===== src/rtl/spi_port.sv =====
module spi_port #(
  parameter int DATA_W = 8
) (
  input  logic              clk,
  input  logic              rst_n,
  input  logic              bus_wr,
  input  logic              bus_rd,
  input  logic [1:0]        bus_addr,
  input  logic [DATA_W-1:0] bus_wdata,
  output logic [DATA_W-1:0] bus_rdata,
  output logic              irq,
  output logic              sck_out,
  input  logic              sck_in,
  input  logic              ss_n,
  input  logic              sdi,
  output logic              sdo,
  output logic              sdo_oe
);
  localparam int CNT_W = $clog2(DATA_W);
  localparam logic [CNT_W-1:0] LAST_BIT = CNT_W'(DATA_W - 1);

  logic [DATA_W-1:0] ctrl_q, sr, rxbuf;
  logic              full, wcol, busy, samp, ph;
  logic [CNT_W-1:0]  bitcnt;
  logic [5:0]        divcnt;
  logic [2:0]        sck_sy;
  logic [1:0]        sdi_sy, ss_sy;

  wire       en        = ctrl_q[7];
  wire       cpol      = ctrl_q[4];
  wire [3:0] mode      = ctrl_q[3:0];
  wire       is_master = en && (mode[3:2] == 2'b00);
  wire       is_slave  = en && (mode[3:1] == 3'b010);
  wire       active    = is_master || is_slave;
  wire       ss_hi     = ss_sy[1];

  wire data_wr = bus_wr && (bus_addr == 2'd2);
  wire data_rd = bus_rd && (bus_addr == 2'd2);
  wire stat_wr = bus_wr && (bus_addr == 2'd1);
  wire ctrl_wr = bus_wr && (bus_addr == 2'd0);

  wire [5:0] half_m1 = (mode[1:0] == 2'b00) ? 6'd1 :
                       (mode[1:0] == 2'b01) ? 6'd7 : 6'd31;
  wire tick = is_master && busy && (divcnt == half_m1);

  wire s_lvl   = sck_sy[1] ^ cpol;
  wire s_prev  = sck_sy[2] ^ cpol;
  wire s_lead  = is_slave && !ss_hi && s_lvl && !s_prev;
  wire s_trail = is_slave && !ss_hi && !s_lvl && s_prev && busy;

  wire lead    = (tick && !ph) || s_lead;
  wire trail   = (tick && ph) || s_trail;
  wire done    = trail && (bitcnt == LAST_BIT);
  wire collide = data_wr && busy;
  wire load    = data_wr && !busy && active;
  wire samp_in = is_master ? sdi : sdi_sy[1];

  always_ff @(posedge clk or negedge rst_n) begin
    if (!rst_n) begin
      sck_sy <= '0;
      sdi_sy <= '0;
      ss_sy  <= 2'b11;
    end else begin
      sck_sy <= {sck_sy[1:0], sck_in};
      sdi_sy <= {sdi_sy[0], sdi};
      ss_sy  <= {ss_sy[0], ss_n};
    end
  end

  always_ff @(posedge clk or negedge rst_n) begin
    if (!rst_n) begin
      ctrl_q <= '0;
      rxbuf  <= '0;
      full   <= 1'b0;
      wcol   <= 1'b0;
      irq    <= 1'b0;
    end else begin
      if (ctrl_wr) ctrl_q <= bus_wdata;
      if (done) rxbuf <= {sr[DATA_W-2:0], samp};
      if (done) full <= 1'b1;
      else if (data_rd) full <= 1'b0;
      if (collide) wcol <= 1'b1;
      else if (stat_wr) wcol <= 1'b0;
      irq <= done;
    end
  end

  always_ff @(posedge clk or negedge rst_n) begin
    if (!rst_n) begin
      sr     <= '0;
      samp   <= 1'b0;
      busy   <= 1'b0;
      bitcnt <= '0;
      ph     <= 1'b0;
      divcnt <= '0;
    end else begin
      if (load) sr <= bus_wdata;
      else if (trail) sr <= {sr[DATA_W-2:0], samp};
      if (lead) samp <= samp_in;

      if (!active || (is_slave && ss_hi)) begin
        busy   <= 1'b0;
        bitcnt <= '0;
      end else begin
        if (done) busy <= 1'b0;
        else if ((load && is_master) || s_lead) busy <= 1'b1;
        if (trail) bitcnt <= done ? '0 : bitcnt + 1'b1;
      end

      if (!is_master || !busy) begin
        divcnt <= '0;
        ph     <= 1'b0;
      end else if (tick) begin
        divcnt <= '0;
        ph     <= ~ph;
      end else begin
        divcnt <= divcnt + 1'b1;
      end
    end
  end

  always_comb begin
    case (bus_addr)
      2'd0:    bus_rdata = ctrl_q;
      2'd1:    bus_rdata = {{(DATA_W-2){1'b0}}, wcol, full};
      2'd2:    bus_rdata = rxbuf;
      default: bus_rdata = '0;
    endcase
  end

  assign sck_out = (is_master && ph) ^ cpol;
  assign sdo     = sr[DATA_W-1];
  assign sdo_oe  = is_master || (is_slave && !ss_hi);

  a_r3_irq_with_full: assert property (@(posedge clk) disable iff (!rst_n)
    irq |-> full);
  a_r3_irq_single: assert property (@(posedge clk) disable iff (!rst_n)
    irq |=> !irq);
  a_r4_read_clears: assert property (@(posedge clk) disable iff (!rst_n)
    (data_rd && !done) |=> !full);
  a_r6_wcol_source: assert property (@(posedge clk) disable iff (!rst_n)
    $rose(wcol) |-> $past(collide));
  a_r6_shift_kept: assert property (@(posedge clk) disable iff (!rst_n)
    (collide && !trail) |=> $stable(sr));
  a_r2_sck_idle: assert property (@(posedge clk) disable iff (!rst_n)
    (is_master && !busy) |-> (sck_out == cpol));
  a_r9_slave_quiet: assert property (@(posedge clk) disable iff (!rst_n)
    (is_slave && ss_hi) |-> !sdo_oe);
  a_r10_off_no_irq: assert property (@(posedge clk) disable iff (!rst_n)
    !active |=> !irq);
endmodule


===== config.mk =====
export PLATFORM = sky130hd
export DESIGN_NAME = spi_port
export DESIGN_NICKNAME = d
export VERILOG_FILES = /design/src/rtl/spi_port.sv
export SDC_FILE = /design/constraint.sdc
export NUM_CORES = 1
export LEC_CHECK = 0
export BUFFER_PORTS_ARGS = -buffer_cell sky130_fd_sc_hd__buf_2
export CELL_PAD_IN_SITES_DETAIL_PLACEMENT = 2
export CELL_PAD_IN_SITES_GLOBAL_PLACEMENT = 2
export CORE_UTILIZATION = 38
export DETAILED_ROUTE_END_ITERATION = 7
export PLACE_DENSITY = 0.82
export SLEW_MARGIN = 20
export SYNTH_ARGS = -nofsm -noshare
export SYNTH_HDL_FRONTEND = slang
export SYNTH_SLANG_ARGS = --single-unit

===== constraint.sdc =====
create_clock -name clk -period 2.5 [get_ports clk]
set_clock_uncertainty 0.1 [all_clocks]
set_input_delay 0.5 -clock clk [delete_from_list [all_inputs] [get_ports clk]]
set_output_delay 0.5 -clock clk [all_outputs]
set_load 0.01 [all_outputs]

### Yosys cells after proc, flatten, opt, wreduce, memory -nomap -nowiden

Cells that the tools add are included.

* $add $sub $neg: 2
* eq/ne operators: 6
* muxes and demuxes: 20
* bitwise gates (word level): 4
* reductions and logical operators: 46

Operators by type and width (number)
* $pmux 8 s3: 1
* $logic_and 1x1->1: 23
* $mux 8: 2
* $mux 6: 2
* $mux 1: 10
* $mux 5: 2
* $reduce_bool 2->1: 5
* $mux 3: 3
* $logic_not 1->1: 7
* $logic_or 1x1->1: 7
* $add 6x1->6 const B: 1
* $eq 6x5->1: 1
* $logic_not 2->1: 3
* $eq 2x1->1 const B: 2
* $add 3x1->3 const B: 1
* $eq 3x2->1 const B: 1
* $eq 3x3->1 const B: 1
* $reduce_bool 3->1: 1
* $xor 1x1->1: 3
* $eq 2x2->1 const B: 1
* $not 1->1: 1

* register bits after elaboration: 46
* input bits: 17

### Logic depth before layout (Yosys ltp)

Gate-level depths: netlist of run 1.

* word-level depth: 11
* depth in mapped cells: 7

### Least setup slack after synthesis of run 1

OpenSTA, ideal clock, no wires.

* kind: register to register
* start: reg ctrl_q[4]
* end: reg rxbuf[0]
* setup time: 125 ps
* arrival time: 1893 ps
* slack: 382 ps
* stages on the path, launching flop included: 7
* period minus slack after synthesis: 2118 ps
* cell sequence: dfrtp_1 > or3b_1 > a2111o_1 > o41ai_2 > buf_8 > nand2_8 > mux2_4

* longest elaborated chain between the ends: 7

Ends and longest elaborated chain
* start: declaration: line 22 `logic [DATA_W-1:0] ctrl_q, sr, rxbuf;`
* start signal: assignment: line 78 `if (ctrl_wr) ctrl_q <= bus_wdata;`
* $xor 1x1->1: line 46 `wire s_lvl = sck_sy[1] ^ cpol;`
* $logic_not 1->1: line 49 `wire s_trail = is_slave && !ss_hi && !s_lvl && s_prev && busy;`
* $logic_and 1x1->1: line 49
* $logic_and 1x1->1 (*) (2 in a row): line 49
* $logic_or 1x1->1 (*): line 52 `wire trail = (tick && ph) || s_trail;`
* $logic_and 1x1->1 (*): line 53 `wire done = trail && (bitcnt == LAST_BIT);`
* end signal: assignment: line 79 `if (done) rxbuf <= {sr[DATA_W-2:0], samp};`
* end: declaration: line 22

Mark *: on every way between the ends. The rest lies on a longest branch, timed or not.
A chain may end at the register's enable or synchronous reset.

### Final worst setup path of run 1

* start: reg ctrl_q[3]
* end: out sck_out

* longest elaborated chain between the ends: 4

Ends and longest elaborated chain
* $logic_not 2->1: line 32 `wire is_master = en && (mode[3:2] == 2'b00);`
* $logic_and 1x1->1: line 32
* $logic_and 1x1->1: line 131 `assign sck_out = (is_master && ph) ^ cpol;`
* $xor 1x1->1: line 131
* end: declaration: line 12 `output logic sck_out,`

Every way passes these cells.

==> key figures, run 1 <==
GRT
  • Met1 Use GR: 0.294
  • Vias in the first global route: 1751
  • GRT Residual Overflow: 0
  • Initial antenna violation count: 0
  • First-pass GRT wire length: 9.72 mm
  • Most Crowded Layer GR: met2
  • Global-route usage over all layers: 0.219
  • Grt met2 use: 0.365
  • Largest net degree at the start of global routing: 26
  • Met3 Use GR: 0.0419

Timing
  • Fmax: 437 MHz
  • WHS: 0.0786 ns
  • Max transition margin: 0.601
  • Worst-margin pin slew: 0.596 ns
  • Fin worst setup slack: 0.211 ns
  • Setup violators final: 0
  • Fin. max-slew vios: 0
  • Final Hold Viols: 0
  • RSZ-0062 raised after global routing: false
  • Setup_tns: 0 ns
  • Final Cycle Share: 0.916
  • Fin crit period: 2.29 ns

Final layout
  • Post-layout net count: 255
  • Share of cells above drive strength 1: 0.322
  • Number of diodes: 0
  • Final instance area: 2630 um2
  • Area added between synthesis and finish: 19.9%
  • Non-Filler Instances: 308

Synth
  • Post-Synth Adder-Cell Area: 0.0171
  • Async set or reset register ratio after synthesis: 1.00
  • Post-synthesis simple-gate area fraction: 0.150
  • Top cells by count, synth: dfrtp_1, nor2_1, mux2i_1
  • Most frequent cell after synthesis: dfrtp_1
  • Main combinational cell family by area after synthesis: multiplexers
  • Ys flop type: dfrtp_1
  • Post-synthesis mux area share: 0.193
  • Mapped Nets: 208
  • Largest cells by area after synthesis: dfrtp_1, mux2i_1, mux2_4, mux2_2, nor2_1
  • Area leader, netlist: dfrtp_1
  • Synth Area in Compound Gates: 0.0741
  • Synth top area share: 0.501
  • Post-synthesis area per instance: 11.7 um2
  • Synth Register Bits: 46
  • Mapped cell area: 2200 um2
  • Ys Warns: 0
  • Share of the yosys chip area belonging to registers: 0.525
  • Xor/xnor cell area share of the yosys netlist: 0.0239
  • Synth cell types: 36
  • Post-synth EDFFs: 0
  • Syn Inst Count: 188

Floorplan
  • Die Wd: 78.0 um
  • Core area: 5540 um2
  • I/O pin count: 29
  • Die area: 6090 um2
  • Starting Density: 0.396
  • # rows: 27
  • Die Ht: 78.0 um

Run status
  • Status: completed

Clock tree
  • Worst skew pair latency: 0.30 ns
  • Bufs on Longest Clock Path: 2
  • Clock root buffer master: clkbuf_8
  • Hold-fix buffers, CTS: 0
  • Clk sink count: 46
  • Reg clk slew, reported paths: 0.08 ns
  • CTS H-tree lvls: 2
  • CTS tree: yes
  • Post-CTS setup buffers: 0
  • CTS buffer count: 5

Min path
  • Hold WC Path Type: input port to asynchronous set/reset pin

Run
  • Max_cap viols: 0

Power and ir drop
  • Switching Power: 500 uW
  • Share of power burned in registers: 0.547
  • Logic pwr share: 0.199
  • VDD IR max: 0.462 mV
  • Power density over the cells: 646 nW/um2
  • P_int: 1.20 mW
  • Clock group share of total power: 0.255
  • Net Sw Frac: 0.294
  • Leak: 1.23 nW

Place
  • Port Buf Inserts: 28
  • Post-DP HPWL: 4.55 mm
  • DP Cell Count: 300
  • Post-DP Area: 2540 um2
  • Setup WS pre-CTS: 0.0294 ns
  • Placer Congestion: 0.733

Drt
  • DR DRC count: 0
  • DRT antenna net count: 0
  • Iter 0 DRT Violations: 59
  • Drt first pass iters: 4
  • DR vias/cell: 5.15
  • Total wire length: 5.95 mm
  • Vias: 1586
  • Wire length per cell: 19.3 um

Critical path
  • Worst Path Arrival: 1.69 ns
  • Worst setup SP type: flip-flop
  • Worst setup EP type: output port
  • CP Class: flip-flop to output port
  • CP required: 1.90 ns
  • Reg-to-Reg Start: divcnt[2]
  • Worst setup startpoint: ctrl_q[3]
  • Crit path max fanout: 6
-- power by group through the flow --
stage | clock network, mW | logic, mW | registers (mW)
floorplan | 0 | 0.178 | 0.917
global placement | 0 | 0.311 | 0.933
detailed placement | 0 | 0.336 | 0.945
CTS | 0.447 | 0.341 | 0.931
global route | 0.477 | 0.375 | 0.943
finish | 0.433 | 0.338 | 0.930
-- cell type report --
cell class | count | area [um2]
Fill cell | 605 | 2910
Clock buffer | 8 | 80.1
Tap cell | 72 | 90.1
Timing Repair Buffer | 45 | 280
Sequential cell | 46 | 1150
Multi-Input combinational cell | 135 | 1020
Inverter | 2 | 7.51
-- sequential cells by signal (all words and copies together) (netlist names) --
signal,cells
samp,1
wcol,1
sck_sy,3
bitcnt,3
sr,8
divcnt,6
ss_sy,2
full,1
rxbuf,8
ctrl_q,8
busy,1
sdi_sy,2
ph,1
irq,1
-- final timing paths --
check,depth (start not counted),endpoint,slack [ns]
min reg2reg,0,sck_sy[1],0.25
max reg2reg,6,sr[6],0.23
max,5,sck_out,0.21
min,1,ctrl_q[1],0.08
min in group clk,1,ss_sy[0],0.20
max in group asynchronous,2,rxbuf[2],1.68
-- metrics by stage --
stage	utilization	power, mW
final	0.475	1.70
after global routing	0.475	1.80
after CTS	0.474	1.72
after detailed placement	0.458	1.28
after global placement	0.458	1.24
after floorplan	-	1.09
-- worst max-delay path, cell delays in order, from the launching register on --
cell     delay [ns]
dfrtp_1        0.40
nor3b_2        0.34
buf_4          0.22
nand2_1        0.08
xnor2_1        0.18
buf_2          0.17
-- cells by family (layout without fill, tap and decap cells) --
family                   count (synthesis)  count (layout)
XOR/XNOR                                 6               6
adder cells (fa/ha/maj)                  3               3
AND/OR/NAND/NOR                         66              66
flip-flops                              46              46
AO/OA/AOI/OAI                           23              23
buffers and inverters                    7              55
multiplexers                            37              37
-- per-layer routing --
metal / up-vias / part of all wire
met2: 20 / 0.51
met1: 816 / 0.46
li1: 744 / -
met4: 0 / 0.010
met3: 6 / 0.023
met5: - / 0
-- cell usage in the layout (no fill, tap or decap), types with 2 or more instances in the layout --
| master | count |
|---|---|
| nand3b_1 | 3 |
| clkbuf_1 | 3 |
| buf_2 | 28 |
| o21ai_0 | 4 |
| nand3_1 | 6 |
| dfrtp_1 | 44 |
| inv_1 | 2 |
| mux2i_1 | 19 |
| clkbuf_8 | 5 |
| xnor2_1 | 3 |
| a21oi_1 | 9 |
| dfstp_2 | 2 |
| buf_4 | 16 |
| nand2_1 | 11 |
| nor2b_1 | 3 |
| nor2_1 | 30 |
| xor2_1 | 3 |
| ha_1 | 3 |
| mux2_4 | 8 |
| mux2_2 | 10 |
| nand2b_1 | 5 |
-- repair_timing --
action	in CTS	in global routing
setup endpoints to repair	3	1
gates resized for setup	1	1
gates cloned	0	0
(Power assumes the default switching activity.)
==> run 2: changes to the inputs <==
- ABC_CLOCK_PERIOD_IN_PS: default -> 2500
- CORE_ASPECT_RATIO: default -> 1.4
==> key figures, run 2 (synthesis results as in run 1) <==
Run status
  • Status: completed

Final layout
  • Share of cells above drive strength 1: 0.310
  • Multi-input logic area: 1020 um2
  • Fill count: 588
  • Area added between synthesis and finish: 18.3%
  • Post-layout net count: 248
  • Largest regs: ctrl_q x8, rxbuf x8, sr x8
  • Number of diodes: 0
  • Register Area: 1150 um2
  • Most common cell after layout, fill and taps aside: dfrtp_1
  • Most frequent cells in the layout: dfrtp_1, nor2_1, buf_2, mux2i_1, nand2_1
  • Non-Filler Instances: 297

Power and ir drop
  • Logic pwr share: 0.168
  • Switching Power: 510 uW
  • Power density over the cells: 689 nW/um2
  • Overall power: 1.79 mW
  • VDD IR max: 0.461 mV
  • Leak: 1.21 nW
  • Share of power burned in registers: 0.522
  • Clock group share of total power: 0.310
  • P_int: 1.28 mW
  • Net Sw Frac: 0.285

Floorplan
  • Die Ht: 91.9 um
  • Die Wd: 66.2 um
  • Starting Density: 0.397
  • I/O pin count: 29
  • # rows: 32
  • Core area: 5530 um2
  • Die area: 6090 um2

GRT
  • Vias in the first global route: 1838
  • Global-route usage over all layers: 0.220
  • Largest net degree at the start of global routing: 25
  • GRT Residual Overflow: 0
  • Initial antenna violation count: 0
  • First-pass GRT wire length: 9.77 mm

Clock tree
  • Worst skew pair latency: 0.31 ns
  • Clock root buffer master: clkbuf_8
  • CTS tree: yes
  • Post-CTS sizing: 0
  • Reg clk slew, reported paths: 0.10 ns
  • Bufs on Longest Clock Path: 2
  • Hold-fix buffers, CTS: 0
  • CTS buffer count: 5
  • Clk sink count: 46
  • Post-CTS setup buffers: 0
  • CTS H-tree lvls: 2

Drt
  • Vias: 1589
  • DR vias/cell: 5.35
  • DRT antenna net count: 0
  • Total wire length: 5.81 mm
  • Wire length per cell: 19.6 um
  • DR DRC count: 0
  • Drt first pass iters: 4
  • Iter 0 DRT Violations: 26

Timing
  • Final Hold Viols: 0
  • RSZ-0062 raised after global routing: false
  • Fmax: 425 MHz
  • WHS: 0.0644 ns
  • Setup_tns: 0 ns
  • Max transition margin: 0.630
  • Final Cycle Share: 0.941
  • Worst-margin pin slew: 0.555 ns
  • Fin. max-slew vios: 0
  • Fin crit period: 2.35 ns
  • Setup violators final: 0

Min path
  • Hold WC Path Type: input port to asynchronous set/reset pin

Critical path
  • Worst Path Arrival: 1.75 ns
  • CP Class: flip-flop to output port
  • Worst setup SP type: flip-flop
  • CP required: 1.90 ns
  • Crit path max fanout: 4
  • Worst setup EP type: output port

Run
  • Max_cap viols: 0

Place
  • Placer Congestion: 0.756
  • DP Cell Count: 289
  • Post-DP HPWL: 4.22 mm
  • Port Buf Inserts: 28
[run 2: changes by cell type in the layout (fill, tap and decap cells not counted)]
cell / previous run / this run
buf_4: 16 / 9
clkbuf_1: 3 / 0
bufinv_16: 0 / 1
nor3_2: 1 / 0
clkinv_2: 0 / 2
nor3_1: 0 / 1
[run 2: area by class of cell]
cell class	count	share of cell area
Multi-Input combinational cell	135	0.391
Inverter	2	0.00289
Sequential cell	46	0.444
Clock buffer	5	0.0265
Clock inverter	3	0.0154
Timing Repair Buffer	38	0.0876
Tap cell	68	0.0327
[run 2: metal layers]
| metal | global-route usage | up-vias | share of wire |
|---|---|---|---|
| li1 | - | 732 | - |
| met1 | 0.261 | 817 | 0.41 |
| met2 | 0.387 | 28 | 0.55 |
| met3 | 0.0398 | 12 | 0.023 |
| met4 | 0.0780 | 0 | 0.023 |
| met5 | 0 | - | 0 |
[run 2: worst paths after layout]
check / start / endpoint / slack, ns / cells after the start
hold reg to reg: sdi_sy[0] / sdi_sy[1] / 0.26 / 0
setup / recovery: ctrl_q[3] / sdo_oe / 0.15 / 5
max in group asynchronous: rst_n / ss_sy[0] / 1.63 / 2
min in group clk: ss_n / ss_sy[0] / 0.20 / 1
setup reg to reg: sck_sy[1] / rxbuf[6] / 0.19 / 6
hold / removal: rst_n / divcnt[2] / 0.06 / 1
[run 2: power by group through the flow]
| stage | Clock [mW] | Sequential (mW) | Combinational, mW |
|---|---|---|---|
| 2_1_floorplan | 0 | 0.917 | 0.178 |
| 3_3_place_gp | 0 | 0.938 | 0.288 |
| 3_5_place_dp | 0 | 0.947 | 0.302 |
| 4_1_cts | 0.572 | 0.937 | 0.309 |
| 5_1_grt | 0.601 | 0.947 | 0.334 |
| 6_report | 0.555 | 0.935 | 0.300 |
[run 2: through the flow]
step | utilization | setup WS [ns] | instance area [um2]
2_1_floorplan | - | 0.382 | 2200
3_3_place_gp | 0.451 | 0.277 | 2490
3_5_place_dp | 0.451 | 0.224 | 2490
4_1_cts | 0.470 | 0.109 | 2600
5_1_grt | 0.470 | 0.0344 | 2600
6_report | 0.470 | 0.146 | 2600
[run 2: worst max-delay path, stage by stage (launching register included)]
cell and delay, ns:
dfrtp_1 0.44, nand2b_1 0.21, nor3_1 0.39, nor2_1 0.18, inv_1 0.11, buf_2 0.13
